`config.mk`:
```
export PLATFORM = sky130hd
export DESIGN_NAME = xbc_top
export DESIGN_NICKNAME = d
export VERILOG_FILES = /design/src/rtl/xbc_pkg.sv /design/src/rtl/xbc_count_unit.sv /design/src/rtl/xbc_addr_unit.sv /design/src/rtl/xbc_status_unit.sv /design/src/rtl/xbc_top.sv
export SDC_FILE = /design/constraint.sdc
export NUM_CORES = 1
export LEC_CHECK = 0
export BUFFER_PORTS_ARGS = -buffer_cell sky130_fd_sc_hd__buf_2
export CAP_MARGIN = 25
export CORE_AREA = 2 2 141 143
export CTS_CLUSTER_SIZE = 40
export DETAILED_ROUTE_END_ITERATION = 16
export DIE_AREA = 0 0 143 145
export PLACE_DENSITY_LB_ADDON = 0.15
export SYNTH_ARGS = -nofsm -noshare
export SYNTH_HDL_FRONTEND = slang
export SYNTH_SLANG_ARGS = --single-unit
```
`constraint.sdc`:
```
create_clock -name clk -period 4.15 [get_ports clk]
set_clock_uncertainty 0.1 [all_clocks]
set_input_delay 0.415 -clock clk [delete_from_list [all_inputs] [get_ports clk]]
set_output_delay 0.415 -clock clk [all_outputs]
set_load 0.05 [all_outputs]
```
`src/rtl/xbc_pkg.sv`:
```
package xbc_pkg;

  typedef enum logic [2:0] {
    REG_COUNT  = 3'd0,
    REG_HADDR  = 3'd1,
    REG_SHADOW = 3'd2,
    REG_STATUS = 3'd3,
    REG_CLEAR  = 3'd4,
    REG_IRQEN  = 3'd5,
    REG_CTRL   = 3'd6
  } xbc_reg_e;

  localparam int ST_DONE = 0;
  localparam int ST_WRAP = 1;
  localparam int NUM_ST  = 2;

endpackage

```
`src/rtl/xbc_count_unit.sv`:
```
module xbc_count_unit #(
  parameter int CNT_W = 24
) (
  input  logic             clk,
  input  logic             rst_n,
  input  logic             load,
  input  logic [CNT_W-1:0] load_val,
  input  logic             zero_cmd,
  input  logic             step,
  output logic [CNT_W-1:0] count,
  output logic             evt_done,
  output logic             evt_wrap
);
  localparam logic [CNT_W-1:0] ONE = CNT_W'(1);

  logic [CNT_W-1:0] cnt_q;

  always_ff @(posedge clk or negedge rst_n) begin
    if (!rst_n) begin
      cnt_q <= '0;
    end else if (load) begin
      cnt_q <= load_val;
    end else if (zero_cmd) begin
      cnt_q <= '0;
    end else if (step) begin
      cnt_q <= cnt_q - ONE;
    end
  end

  assign count    = cnt_q;
  assign evt_done = step && (cnt_q == ONE);
  assign evt_wrap = step && (cnt_q == '0);
endmodule

```
`src/rtl/xbc_addr_unit.sv`:
```
module xbc_addr_unit #(
  parameter int ADDR_W = 32
) (
  input  logic              clk,
  input  logic              rst_n,
  input  logic              load,
  input  logic [ADDR_W-1:0] load_val,
  input  logic              host_adv,
  input  logic              commit_adv,
  output logic [ADDR_W-1:0] host_addr,
  output logic [ADDR_W-1:0] shadow_addr
);
  localparam logic [ADDR_W-1:0] INC = ADDR_W'(1);

  logic [ADDR_W-1:0] host_q;
  logic [ADDR_W-1:0] shadow_q;

  always_ff @(posedge clk or negedge rst_n) begin
    if (!rst_n) begin
      host_q   <= '0;
      shadow_q <= '0;
    end else if (load) begin
      host_q   <= load_val;
      shadow_q <= load_val;
    end else begin
      if (host_adv)   host_q   <= host_q + INC;
      if (commit_adv) shadow_q <= shadow_q + INC;
    end
  end

  assign host_addr   = host_q;
  assign shadow_addr = shadow_q;
endmodule

```
`src/rtl/xbc_status_unit.sv`:
```
module xbc_status_unit #(
  parameter int NBITS = 2
) (
  input  logic             clk,
  input  logic             rst_n,
  input  logic [NBITS-1:0] set_evt,
  input  logic [NBITS-1:0] clr_mask,
  input  logic             en_wr,
  input  logic [NBITS-1:0] en_val,
  output logic [NBITS-1:0] status,
  output logic [NBITS-1:0] enables,
  output logic             irq
);
  logic [NBITS-1:0] st_q;
  logic [NBITS-1:0] en_q;

  for (genvar i = 0; i < NBITS; i++) begin : g_bit
    always_ff @(posedge clk or negedge rst_n) begin
      if (!rst_n) begin
        st_q[i] <= 1'b0;
        en_q[i] <= 1'b0;
      end else begin
        if (set_evt[i])       st_q[i] <= 1'b1;
        else if (clr_mask[i]) st_q[i] <= 1'b0;
        if (en_wr)            en_q[i] <= en_val[i];
      end
    end
  end

  assign status  = st_q;
  assign enables = en_q;
  assign irq     = |(st_q & en_q);
endmodule

```
`src/rtl/xbc_top.sv`:
```
module xbc_top
  import xbc_pkg::*;
#(
  parameter int CNT_W  = 24,
  parameter int ADDR_W = 32,
  parameter int DATA_W = 32
) (
  input  logic              clk,
  input  logic              rst_n,
  input  logic              reg_wr_en,
  input  logic              reg_rd_en,
  input  logic [2:0]        reg_addr,
  input  logic [DATA_W-1:0] reg_wdata,
  output logic [DATA_W-1:0] reg_rd_data,
  output logic              reg_rd_valid,
  input  logic              byte_ok,
  input  logic              host_step,
  output logic              irq
);
  logic wr_count, wr_haddr, wr_clear, wr_irqen, wr_ctrl, blocking_wr;
  logic byte_take, host_take;
  logic [CNT_W-1:0]  cnt_q;
  logic [ADDR_W-1:0] host_q, shadow_q;
  logic [NUM_ST-1:0] st_q, en_q, set_evt, clr_mask;
  logic ev_done, ev_wrap;
  logic [DATA_W-1:0] rd_mux, rd_data_q;
  logic rd_valid_q;

  assign wr_count    = reg_wr_en && (reg_addr == REG_COUNT);
  assign wr_haddr    = reg_wr_en && (reg_addr == REG_HADDR);
  assign wr_clear    = reg_wr_en && (reg_addr == REG_CLEAR);
  assign wr_irqen    = reg_wr_en && (reg_addr == REG_IRQEN);
  assign wr_ctrl     = reg_wr_en && (reg_addr == REG_CTRL);
  assign blocking_wr = wr_count || wr_haddr || wr_ctrl;
  assign byte_take   = byte_ok && !blocking_wr;
  assign host_take   = host_step && !wr_haddr;

  xbc_count_unit #(.CNT_W(CNT_W)) u_count (
    .clk      (clk),
    .rst_n    (rst_n),
    .load     (wr_count),
    .load_val (reg_wdata[CNT_W-1:0]),
    .zero_cmd (wr_ctrl && reg_wdata[0]),
    .step     (byte_take),
    .count    (cnt_q),
    .evt_done (ev_done),
    .evt_wrap (ev_wrap)
  );

  xbc_addr_unit #(.ADDR_W(ADDR_W)) u_addr (
    .clk         (clk),
    .rst_n       (rst_n),
    .load        (wr_haddr),
    .load_val    (reg_wdata[ADDR_W-1:0]),
    .host_adv    (host_take),
    .commit_adv  (byte_take),
    .host_addr   (host_q),
    .shadow_addr (shadow_q)
  );

  always_comb begin
    set_evt          = '0;
    set_evt[ST_DONE] = ev_done;
    set_evt[ST_WRAP] = ev_wrap;
    clr_mask         = wr_clear ? reg_wdata[NUM_ST-1:0] : '0;
  end

  xbc_status_unit #(.NBITS(NUM_ST)) u_status (
    .clk      (clk),
    .rst_n    (rst_n),
    .set_evt  (set_evt),
    .clr_mask (clr_mask),
    .en_wr    (wr_irqen),
    .en_val   (reg_wdata[NUM_ST-1:0]),
    .status   (st_q),
    .enables  (en_q),
    .irq      (irq)
  );

  always_comb begin
    unique case (reg_addr)
      REG_COUNT:  rd_mux = DATA_W'(cnt_q);
      REG_HADDR:  rd_mux = DATA_W'(host_q);
      REG_SHADOW: rd_mux = DATA_W'(shadow_q);
      REG_STATUS: rd_mux = DATA_W'(st_q);
      REG_IRQEN:  rd_mux = DATA_W'(en_q);
      default:    rd_mux = '0;
    endcase
  end

  always_ff @(posedge clk or negedge rst_n) begin
    if (!rst_n) begin
      rd_data_q  <= '0;
      rd_valid_q <= 1'b0;
    end else begin
      rd_valid_q <= reg_rd_en;
      if (reg_rd_en) rd_data_q <= rd_mux;
    end
  end

  assign reg_rd_data  = rd_data_q;
  assign reg_rd_valid = rd_valid_q;
endmodule

```
# Yosys cells after proc, flatten, opt, wreduce, memory -nomap -nowiden
# Cells that the tools add are included.
dict set report totals {
  word_cells 55
  inputBits 41
  regBits 125
}
dict set report classes {
  reduce_logical 22
  addsub 3
  bitwise 1
  muxes 13
  eq_ne 7
}
# cell count
set ops {}
lappend ops {{case mux 32 bit (5 select lines)} 1}
lappend ops {{two-way mux 32 bit} 4}
lappend ops {{two-way mux 24 bit} 3}
lappend ops {{adder 32 x 1 -> 32 bit (second input constant)} 2}
lappend ops {{equality test 24 x 1 -> 1 bit (second input constant)} 1}
lappend ops {{zero test 24 bit} 1}
lappend ops {{subtractor 24 x 1 -> 24 bit (second input constant)} 1}
lappend ops {{logical AND 1 bit} 10}
lappend ops {{equality test 3 bit (second input constant)} 3}
lappend ops {{nonzero test 2 bit} 4}
lappend ops {{equality test 3 x 2 -> 1 bit (second input constant)} 2}
lappend ops {{two-way mux 1 bit} 4}
lappend ops {{equality test 3 x 1 -> 1 bit (second input constant)} 1}
lappend ops {{zero test 3 bit} 1}
lappend ops {{nonzero test 3 bit} 1}
lappend ops {{bitwise AND 2 bit} 1}
lappend ops {{zero test 1 bit} 2}
lappend ops {{logical OR 1 bit} 2}
lappend ops {{two-way mux 2 bit} 1}
lappend ops {{OR reduction 2 bit} 1}

# Depth between registers and ports, before layout
dict set report depth {
  ltp_word 9
  mapped_depth 9
  mapped_depth_nobuf 6
}

# Hierarchy
# From an unflattened synthesis, not the netlist that was laid out.
dict set report hier_totals {
  hier_cells 850
  area_unflattened_um2 7567.3
}
# mod cells_per_inst n_inst area_each_um2
set by_module_without_submodules {}
lappend by_module_without_submodules {xbc_addr_unit 444 1 3931.3}
lappend by_module_without_submodules {xbc_top 218 1 1949.4}
lappend by_module_without_submodules {xbc_count_unit 177 1 1525.2}
lappend by_module_without_submodules {xbc_status_unit 11 1 161.4}

# Worst setup path after synthesis
# Ideal clock, no wire load.
dict set report synth_timing {
  path_kind {input to register}
  startpoint {in reg_addr[1]}
  endpoint {reg u_addr.shadow_q[29] (netlist: u_addr.shadow_addr[29])}
  arrival_time_ps 2099
  stages 7
  slack_ps 1869
  n_path_buf 2
  cell_sequence {buf_2 > or3b_2 > nand3_2 > or4_1 > buf_2 > or4_1 > a31oi_1}
}
dict set report synth_via {
  elab_chain_cells 7
  elab_cells_between_ends 12
}
# element line
set synth_lines {}
lappend synth_lines {{from (decl)} xbc_top.sv:12} ;# input logic [2:0] reg_addr,
lappend synth_lines {{equality test 3 x 1 -> 1 bit / zero test 3 bit (equally long branches)} {xbc_top.sv:30, xbc_top.sv:29}}
lappend synth_lines {{logical AND 1 bit (on tied branches)} {xbc_top.sv:30, xbc_top.sv:29}}
lappend synth_lines {{logical OR 1 bit (2 in a row)} xbc_top.sv:34} ;# assign blocking_wr = wr_count || wr_haddr || wr_ctrl;
lappend synth_lines {{zero test 1 bit} xbc_top.sv:35} ;# assign byte_take = byte_ok && !blocking_wr;
lappend synth_lines {{logical AND 1 bit} xbc_top.sv:35}
lappend synth_lines {{nonzero test 2 bit (no line)} --}
lappend synth_lines {{to (signal assigned)} xbc_addr_unit.sv:24} ;# shadow_q <= load_val;
lappend synth_lines {{to (signal assigned)} xbc_addr_unit.sv:27} ;# if (commit_adv) shadow_q <= shadow_q + INC;
lappend synth_lines {{to (decl)} xbc_addr_unit.sv:16} ;# logic [ADDR_W-1:0] shadow_q;
# Parallel ways exist; a longest one is shown, timed or not.
# A chain may end at the register's enable or synchronous reset.

# Final worst setup path
dict set report layout_timing {
  startpoint {reg u_count.cnt_q[3] (netlist: u_count.count[3])}
  endpoint {reg u_count.cnt_q[12] (netlist: u_count.count[12])}
}
dict set report layout_via {
  elab_chain_cells 4
}
# element line
set layout_lines {}
lappend layout_lines {{from (decl)} xbc_count_unit.sv:16} ;# logic [CNT_W-1:0] cnt_q;
lappend layout_lines {{from (signal assigned)} xbc_count_unit.sv:22} ;# cnt_q <= load_val;
lappend layout_lines {{from (signal assigned)} xbc_count_unit.sv:26} ;# cnt_q <= cnt_q - ONE;
lappend layout_lines {{subtractor 24 x 1 -> 24 bit} xbc_count_unit.sv:26}
lappend layout_lines {{two-way mux 24 bit} xbc_count_unit.sv:25} ;# end else if (step) begin
lappend layout_lines {{two-way mux 24 bit} xbc_count_unit.sv:23} ;# end else if (zero_cmd) begin
lappend layout_lines {{two-way mux 24 bit} xbc_count_unit.sv:21} ;# end else if (load) begin
# No other way between the ends. The select of a mux whose other input is x is not followed.

==> summary by stage <==
Synth
The share of the synthesized area in the top cell type is 0.437. The number of nets produced by synthesis is 875. Yosys attributes the largest share of cell area to sky130_fd_sc_hd__dfrtp_1 44%, sky130_fd_sc_hd__a21oi_1 5.6%, sky130_fd_sc_hd__nand2_1 4.6%, sky130_fd_sc_hd__mux2i_1 4.1%, sky130_fd_sc_hd__nor2_1 3.6%. The number of flip-flops and latches in the synthesized netlist is 125. The cell count after synthesis is 829. During synthesis, Yosys emitted a total of 0 warnings. In this run, synthesis inferred 0 flip-flops with an integrated enable. The synthesized area divided by synthesized cell count is 8.63 sq um. The number of distinct standard cells referenced by the synthesized netlist is 54. The most instantiated flip-flop cell in the synthesis netlist is sky130_fd_sc_hd__dfrtp_1. The mapped cell area is 7160 sq um.

After synthesis, the share of flip-flops with an asynchronous set or reset is 1.00. The register area share after synthesis is 0.437. sky130_fd_sc_hd__dfrtp_1 takes more of the synthesized area than any other cell.

Critical path
Walking the worst path, the cells encountered are nor4_2 -> nand3_1 -> or2_2 -> o311ai_0 -> o211ai_1. The required time at the endpoint of the critical path is 4.34 ns. STA classifies the critical path startpoint as a flop. The worst setup path is of the reg2reg kind. On the critical path, the stage with the largest delay is an instance of sky130_fd_sc_hd__nor4_2. In this design, the stage delay of the slowest critical-path cell is 0.53 ns.

The worst setup path is captured at a flop. Data arrives at the worst endpoint at 2.77 ns. The maximum net fanout on the critical path is 7.

Placement
The routability congestion estimate from global placement is 0.964. The post-detailed-placement half-perimeter wirelength is 16300 um. The post-place instance area is 7770 sq um. The count of input and output buffers is 74.

Clocking
Counting along the longest clock path gives a buffer depth of 2. The total clock sinks is 125. The CTS tree is done.

CTS placed an instance of sky130_fd_sc_hd__clkbuf_16 at the clock tree root. The hold-fix buffer count after cts is 0. The clock insertion delay at the later pin of the skew report is 0.43 ns.

The number of clock buffers inserted by TritonCTS is 17. The number of resized instances in the post-cts repair step is 0. The clock-pin slew reported for the worst setup and hold paths after clock tree synthesis is 0.06 ns. The buffers inserted during post-CTS setup optimization is 0. The H-tree was split into 4 levels.

GRT
The number of global-route vias before repair is 6017. Entering global routing, the biggest net connects 65 pins. The total congestion overflow is 0.

The initial antenna violation count is 0. The all-layer global routing usage is 0.220. The first-pass GRT wire length is 35100 um.

Pwr
For this design the total switching power over the nets is 1.78 mW. The power share of the sequential group is 0.409. The share of total power dissipated in the clock network is 0.333. Of the total power, combinational logic draws 0.257.

Of the total power, the share spent switching nets is 0.381. The leakage power total is 3.41 nW. The areal power density over the cells is 557 nW/um^2. The internal portion of the total power is 2.89 mW. The maximum vdd ir drop is 0.328 mV.

Floorplan
From bottom edge to top edge, the die measures 145 um. 75 I/O pins were placed. The initial utilization of the core area, before any placement, comes to 0.373. The core region is 19200 sq um. After floorplanning, the core was divided into 51 placement rows. The die is 143 um wide.

The die covers 20700 sq um.

Status
The checks that failed: hold timing. The run finished, with violations left.

STA
The worst hold-check slack is -0.0134 ns. Setup violations remaining at the end of the flow were counted as 0. The normalized max-slew margin is 0.439.

Setup repair after global routing left no endpoint under its margin. The post-route fraction of the period consumed by the critical path is 0.621. The max-slew violation count is 0. The hold violation total from the final report is 14. The setup TNS after final layout is 0 ns.

The clock period minus final worst setup slack is 2.58 ns. The upper clock frequency limit is 388 MHz. For the pin with the worst max-slew slack, the measured transition is 0.842 ns.

Routing
In the final routed layout, each cell accounts on average for 19.3 um. For this run, design rule violations remaining after detail routing come to 0. The violation count after the first detailed-route iteration is 721. The via density per instance is 5.64. The vias after detailed routing is 6534.

The first detailed-routing pass ran for 5 iterations. The detail route stage leaves a number of antenna-violating nets equal to 0. The sum of routed wire length over all layers is 22400 um.

Layout
After routing the design area is 8380 sq um. The final layout contains 927 nets. The ratio of cells with drive above 1 in the final layout is 0.147. The layout-stage area growth over the synthesis result is 17.1%.

The antenna diode count is 0.

Hold path
The class of the tightest hold or removal check is in2async.

Flow run
Across the run, the number of max-cap violations was 0.
-- critical path, delay by kind of cell, from the launching register on --
| kind | cells | cell delay [ns] |
|---|---|---|
| AND/OR/NAND/NOR | 3 | 1.41 |
| flip-flops | 1 | 0.48 |
| AO/OA/AOI/OAI | 2 | 0.45 |
-- cell type report --
type	count	area [sq um]
inverters	38	143
clock buffers	17	425
well taps	265	332
flip-flops and latches	125	3130
multi-input cells	614	3700
fillers	1912	10800
repair buffers	85	468
clock inverters	15	186
-- flip-flops by register name, indices dropped and copies added (netlist names) --
register and cells:
reg_rd_valid 1, u_addr.host_addr 32, u_addr.shadow_addr 32, reg_rd_data 32, u_status.enables 2, u_status.status 2, u_count.count 24
-- kinds of logic (layout without fill, tap and decap cells) --
kind of cell	after synthesis	in the layout	synth area share
compound gates	218	218	0.185
xor+xnor	42	42	0.0514
fa+ha+maj	5	5	0.00874
buf+inv	90	155	0.0479
flops	125	125	0.437
mux	33	33	0.0469
simple gates	316	316	0.223
-- cell usage after synthesis, types with 12 or more instances --
cell type                  count
sky130_fd_sc_hd__o211ai_1     17
sky130_fd_sc_hd__clkbuf_1     45
sky130_fd_sc_hd__xnor2_1      28
sky130_fd_sc_hd__nand2_1      88
sky130_fd_sc_hd__nand3_1      39
sky130_fd_sc_hd__nor2_1       68
sky130_fd_sc_hd__mux2i_1      29
sky130_fd_sc_hd__inv_1        38
sky130_fd_sc_hd__o21ai_0      39
sky130_fd_sc_hd__o22ai_1      30
sky130_fd_sc_hd__nor3_1       12
sky130_fd_sc_hd__xor2_1       14
sky130_fd_sc_hd__nand4_1      22
sky130_fd_sc_hd__dfrtp_1     125
sky130_fd_sc_hd__nor4_1       32
sky130_fd_sc_hd__a21oi_1      80
-- cell usage in the layout (no fill, tap or decap), types with 6 or more instances in the layout --
master,count
sky130_fd_sc_hd__xor2_1,14
sky130_fd_sc_hd__o311ai_0,9
sky130_fd_sc_hd__o22ai_1,30
sky130_fd_sc_hd__o21ai_0,39
sky130_fd_sc_hd__nor3_1,12
sky130_fd_sc_hd__dfrtp_1,125
sky130_fd_sc_hd__buf_2,73
sky130_fd_sc_hd__nand4_1,22
sky130_fd_sc_hd__xnor2_1,28
sky130_fd_sc_hd__nor4_1,32
sky130_fd_sc_hd__or4_1,6
sky130_fd_sc_hd__nand2_1,88
sky130_fd_sc_hd__clkbuf_16,17
sky130_fd_sc_hd__o31ai_1,6
sky130_fd_sc_hd__nor2_1,68
sky130_fd_sc_hd__a22oi_1,10
sky130_fd_sc_hd__o211ai_1,17
sky130_fd_sc_hd__a21oi_1,80
sky130_fd_sc_hd__a21o_1,6
sky130_fd_sc_hd__inv_1,38
sky130_fd_sc_hd__nand3_1,39
sky130_fd_sc_hd__and4_1,9
sky130_fd_sc_hd__buf_4,11
sky130_fd_sc_hd__mux2i_1,29
sky130_fd_sc_hd__and3_1,8
-- power by group through the flow --
stage	clock, mW	sequential (mW)	combinational [mW]
2_1_floorplan	0	1.91	0.781
3_3_place_gp	0	1.92	1.18
3_5_place_dp	0	1.91	1.19
4_1_cts	1.58	1.90	1.20
5_1_grt	1.65	1.96	1.33
6_report	1.56	1.91	1.20
-- routing by layer --
metal | global-route usage | up-vias | routed length, um
li1 | - | 3147 | -
met1 | 0.355 | 3086 | 11200
met2 | 0.295 | 273 | 9210
met3 | 0.0446 | 28 | 1710
met4 | 0.0564 | 0 | 308
met5 | 0 | - | 0
-- worst paths after layout --
| kind | start | endpoint | slack (ns) | depth (start not counted) |
|---|---|---|---|---|
| max in group asynchronous | rst_n | reg_rd_data[18] | 3.14 | 2 |
| min in group clk | reg_wdata[15] | u_count.count[15] | 0.13 | 3 |
| worst min register to register | reg_rd_data[1] | reg_rd_data[1] | 0.42 | 2 |
| worst max-delay path | u_count.count[3] | u_count.count[12] | 1.57 | 5 |
| worst min-delay path | rst_n | u_count.count[7] | -0.01 | 1 |
| worst max register to register | u_count.count[3] | u_count.count[12] | 1.57 | 5 |
-- stage by stage --
stage | util | power [mW] | worst slack (ns) | cells
floorplan | - | 2.69 | 1.87 | 829
global placement | 0.404 | 3.10 | 1.32 | 1127
detailed placement | 0.404 | 3.11 | 1.28 | 1127
CTS | 0.436 | 4.68 | 1.62 | 1159
global route | 0.436 | 4.94 | 1.46 | 1159
finish | 0.436 | 4.67 | 1.57 | 1159
Note: power is estimated with default switching activity, not from simulation.
